**src/rtl/dual_link_pixel_steer.sv**
```systemverilog
module dual_link_pixel_steer #(
  parameter int PIX_W = 27
) (
  input  logic             clk,
  input  logic             rst_n,
  input  logic             mode_single,
  input  logic             ddr_en,
  input  logic             de,
  input  logic [PIX_W-1:0] pix,
  output logic [PIX_W-1:0] ch1_word,
  output logic [PIX_W-1:0] ch2_word,
  output logic             word_valid,
  output logic             ch2_hiz,
  output logic             de_err
);
  localparam logic [1:0] M_SPLIT  = 2'b00;
  localparam logic [1:0] M_DDR    = 2'b01;
  localparam logic [1:0] M_SINGLE = 2'b10;
  localparam logic [1:0] M_BCAST  = 2'b11;

  logic [1:0]       cfg_q;
  logic [PIX_W-1:0] fall_q, rise_q, hold_q;
  logic             de_q, odd_q;

  wire [1:0] cfg_in   = {mode_single, ddr_en};
  wire       de_rise  = de & ~de_q;
  wire       take_1st = de & (de_rise | ~odd_q);
  wire       take_2nd = de & ~take_1st;
  wire       orphan   = ~de & de_q & odd_q;

  assign ch2_hiz = (cfg_q == M_SINGLE);

  always_ff @(negedge clk or negedge rst_n)
    if (!rst_n) fall_q <= '0;
    else        fall_q <= pix;

  always_ff @(posedge clk or negedge rst_n) begin
    if (!rst_n) begin
      cfg_q      <= M_SINGLE;
      rise_q     <= '0;
      hold_q     <= '0;
      ch1_word   <= '0;
      ch2_word   <= '0;
      word_valid <= 1'b0;
      de_err     <= 1'b0;
      de_q       <= 1'b0;
      odd_q      <= 1'b0;
    end else begin
      rise_q     <= pix;
      de_q       <= de;
      word_valid <= 1'b0;
      de_err     <= 1'b0;
      case (cfg_q)
        M_SINGLE: begin
          ch1_word   <= pix;
          word_valid <= 1'b1;
        end
        M_BCAST: begin
          ch1_word   <= pix;
          ch2_word   <= pix;
          word_valid <= 1'b1;
        end
        M_DDR: begin
          ch1_word   <= rise_q;
          ch2_word   <= fall_q;
          word_valid <= 1'b1;
        end
        default: begin
          if (take_1st) begin
            hold_q <= pix;
            odd_q  <= 1'b1;
          end else if (take_2nd) begin
            ch1_word   <= hold_q;
            ch2_word   <= pix;
            word_valid <= 1'b1;
            odd_q      <= 1'b0;
          end else if (orphan) begin
            ch1_word   <= hold_q;
            word_valid <= 1'b1;
            de_err     <= 1'b1;
            odd_q      <= 1'b0;
          end
        end
      endcase
      if (!de) begin
        cfg_q <= cfg_in;
        if (cfg_in != cfg_q) odd_q <= 1'b0;
      end
    end
  end

  assert_split_alternate_R3: assert property (@(posedge clk) disable iff (!rst_n)
    (cfg_q == M_SPLIT && word_valid) |=> !word_valid);

  assert_orphan_flush_R4: assert property (@(posedge clk) disable iff (!rst_n)
    de_err |-> (word_valid && !$past(de) && $stable(ch2_word)));

  assert_err_pulse_R4: assert property (@(posedge clk) disable iff (!rst_n)
    de_err |=> !de_err);

  assert_steady_valid_R2: assert property (@(posedge clk) disable iff (!rst_n)
    ($past(rst_n) && $past(cfg_q) != M_SPLIT) |-> word_valid);

  assert_bcast_copy_R5: assert property (@(posedge clk) disable iff (!rst_n)
    ($past(rst_n) && $past(cfg_q) == M_BCAST) |-> (ch1_word == ch2_word));

  assert_cfg_hold_R7: assert property (@(posedge clk) disable iff (!rst_n)
    ($past(rst_n) && cfg_q != $past(cfg_q)) |-> !$past(de));
endmodule

```
**config.mk**
```make
export PLATFORM = sky130hd
export DESIGN_NAME = dual_link_pixel_steer
export DESIGN_NICKNAME = d
export VERILOG_FILES = /design/src/rtl/dual_link_pixel_steer.sv
export SDC_FILE = /design/constraint.sdc
export NUM_CORES = 1
export LEC_CHECK = 0
export BUFFER_PORTS_ARGS = -buffer_cell sky130_fd_sc_hd__buf_2
export CAP_MARGIN = 20
export CORE_UTILIZATION = 45
export CTS_CLUSTER_SIZE = 24
export DETAILED_ROUTE_END_ITERATION = 16
export GPL_TIMING_DRIVEN = 1
export PLACE_DENSITY = 0.8
export REMOVE_ABC_BUFFERS = 1
export SLEW_MARGIN = 20
export SYNTH_ARGS = -nofsm -noshare
export SYNTH_HDL_FRONTEND = slang
export SYNTH_SLANG_ARGS = --single-unit
```
**constraint.sdc**
```tcl
create_clock -name clk -period 1.63 [get_ports clk]
set_input_delay 0.4075 -clock clk [delete_from_list [all_inputs] [get_ports clk]]
set_output_delay 0.4075 -clock clk [all_outputs]
set_load 0.1 [all_outputs]
```
==> flow_summary.json <==
{
  "synth_area_leaders": "dfrtp_1, dfrtn_1, mux2_4, mux2_2, mux2_1",
  "crit_path_max_fanout": 1,
  "cts_root_buffer": "clkbuf_16",
  "crit_cells": 2,
  "die_area_mm2": 0.0131,
  "synth_cells": 373,
  "synth_most_common_cell": "dfrtp_1",
  "hold_path_depth": 1,
  "dp_slack_ns": -0.155,
  "relSlewSlack_pct": 67.7,
  "num_rows": 40,
  "ioPinCount": 89,
  "path_delay_family": "multiplexers",
  "cap_violations": 0,
  "worstMarginPinSlew_ns": 0.488,
  "status": "complete, but fails checks",
  "dr.pass1.iters": 4,
  "routedWlPerCell_um": 16.4,
  "synth.lib_cells_used.distinct": 27,
  "startpoint_type": "flop",
  "seq_area_mm2": 0.00353,
  "clkTransAtPathRegs_ns": 0.05,
  "cts_sinks": 141,
  "worst_hold_slack_ns": 0.155,
  "worstRegToRegCells": 2,
  "area_growth_pct": 28.3,
  "htreeDepth": 4,
  "layout.cells.non_filler": 670,
  "slowest_delay_ns": 0.33,
  "grt_max_degree": 47,
  "fill_cells": 921,
  "numCtsBuffers": 17,
  "avgSynthCellArea_um2": 15.3,
  "grt_pass1_vias": 3524,
  "n_antenna_cell": 0,
  "async_flop_share_pct": 100,
  "start_util_pct": 46.8,
  "synth_top_area_share_pct": 49.6,
  "drc": 0,
  "synth-edff-count": 0,
  "setup_viol": 28,
  "p_per_area_mw_per_mm2": 1690,
  "rsz0062_at_grt": "true",
  "first_iter_violations": 131,
  "clock_path_buffers": 2,
  "layout_setup_ws_ns": -0.137,
  "violations": "setup timing",
  "nets": 521,
  "ir_worst_vdd_mv": 0.858,
  "synth_area_leader_cell": "dfrtp_1",
  "ys_warn_count": 0,
  "vias": 3324,
  "clk_latency_ns": 0.41,
  "ys_seq_area_share_pct": 62.0,
  "place_hpwl_um": 7430,
  "synthesis.area_mm2": 0.00570,
  "hp-class": "in2reg",
  "hold_violations": 0,
  "crit_chain": "mux2_4 > mux2_4",
  "synth_seq_cells": 141,
  "drt-vias-per-instance": 4.96,
  "fp.dieH_um": 115,
  "worstPathRequired_ns": 1.92,
  "cp.arrival_ns": 2.06,
  "wl_um": 11000,
  "grt_usage_pct": 18.6,
  "gp_congestion": 0.722,
  "ant_nets": 0,
  "dp.cells": 635,
  "multi_input_area_mm2": 0.00207,
  "core-area_mm2": 0.0122,
  "portBuffers": 88,
  "slew_violations": 0,
  "antenna_found_initial": 0,
  "end_kind": "flop",
  "p_leak_nw": 3.48,
  "fp.dieW_um": 115,
  "cts_tree": "yes",
  "crit_top_cell": "mux2_4",
  "worstSetupPathType": "reg2reg",
  "layout-drive-gt1-share_pct": 47.4,
  "grt_pass1_wl_um": 18100,
  "synth_commonest_cells": "dfrtp_1, mux2_2, mux2_4, nand2_1, o21ai_0",
  "skew_ns": 0.0220,
  "synth_ff_type": "dfrtp_1",
  "overflow": 0,
  "critical-path-slowest-cell": "dfrtn_1",
  "path_buf_inv": 0
}
[cells by family (layout without fill, tap and decap cells)]
kind of cell	count (synthesis)	after routing	share of synthesized area [%]
AOI/OAI and AO/OA	34	34	3.40
buffers and inverters	24	153	2.77
DFF	141	141	62.0
muxes	136	136	28.9
and+or+nand+nor	38	38	2.94
[what timing repair did]
action	4_1_cts	5_1_grt
buffers inserted	2	0
gates resized for setup	22	36
endpoints found under the hold margin	76	0
pin swaps	0	3
endpoints found under the setup margin	36	83
hold buffers	1	0
[power by group]
group	total [W]	internal, W	leakage, nW	switching [W]
logic	0.00433	0.00120	1.54	0.00312
registers	0.00439	0.00410	1.66	0.000298
clock network	0.00364	0.00231	0.282	0.00132
total	0.0124	0.00761	3.48	0.00475
[routing by layer]
layer | GRT usage (%) | share of wire [%] | wire length, um
met3 | 5.29 | 4.1 | 450
met1 | 22.8 | 44 | 4840
met2 | 30.3 | 50 | 5450
met4 | 8.83 | 2.1 | 227
met5 | 0 | 0 | 0
[final timing paths]
path / startpoint / end / slack (ns)
max in group asynchronous: rst_n / fall_q[18] / 0.10
min in group asynchronous: rst_n / ch1_word[15] / 0.52
worst min-delay path: pix[17] / rise_q[17] / 0.15
worst max register to register: fall_q[21] / ch2_word[21] / -0.14
worst min register to register: ch1_word[9] / ch1_word[9] / 0.48
worst max-delay path: fall_q[21] / ch2_word[21] / -0.14
[stage by stage]
stage	area [um^2]	total power, W	TNS (ns)	utilization [%]
after global routing	7310	0.0129	-3.48	60.1
after detailed placement	6560	0.00863	-3.50	53.9
final	7310	0.0124	-3.14	60.1
after CTS	7220	0.0124	-3.00	59.3
after global placement	6560	0.00852	-2.90	53.9
after floorplan	5550	0.00770	-64.66	-
[sequential cells by signal, summed over array words and instances (netlist names), 2 cells and up]
signal / cells
ch1_word: 27
hold_q: 27
rise_q: 27
cfg_q: 2
ch2_word: 27
fall_q: 27
[final cells by class]
cell class                 instances  share of cell area (%)
clock inverter                     8                    1.23
clock buffer                      24                    6.45
inverter                           2                   0.103
timing repair buffer             119                    12.7
sequential                       141                    48.3
multi-input combinational        208                    28.3
tap                              168                    2.88
[cell usage in the layout (no fill, tap or decap), types with 2 or more instances in the layout]
master       n
dfrtp_1    112
mux2_4      53
buf_2       47
mux2_2      31
clkbuf_4    31
nand2_1     30
o21ai_0     29
mux2i_1     27
dfrtn_1     27
buf_4       26
mux2_1      25
clkbuf_16   17
buf_12      11
clkinv_2     6
clkbuf_1     5
buf_6        3
inv_2        2
nand2b_1     2
a21oi_1      2
clkbuf_8     2
bufinv_16    2
(Power assumes the default switching activity.)
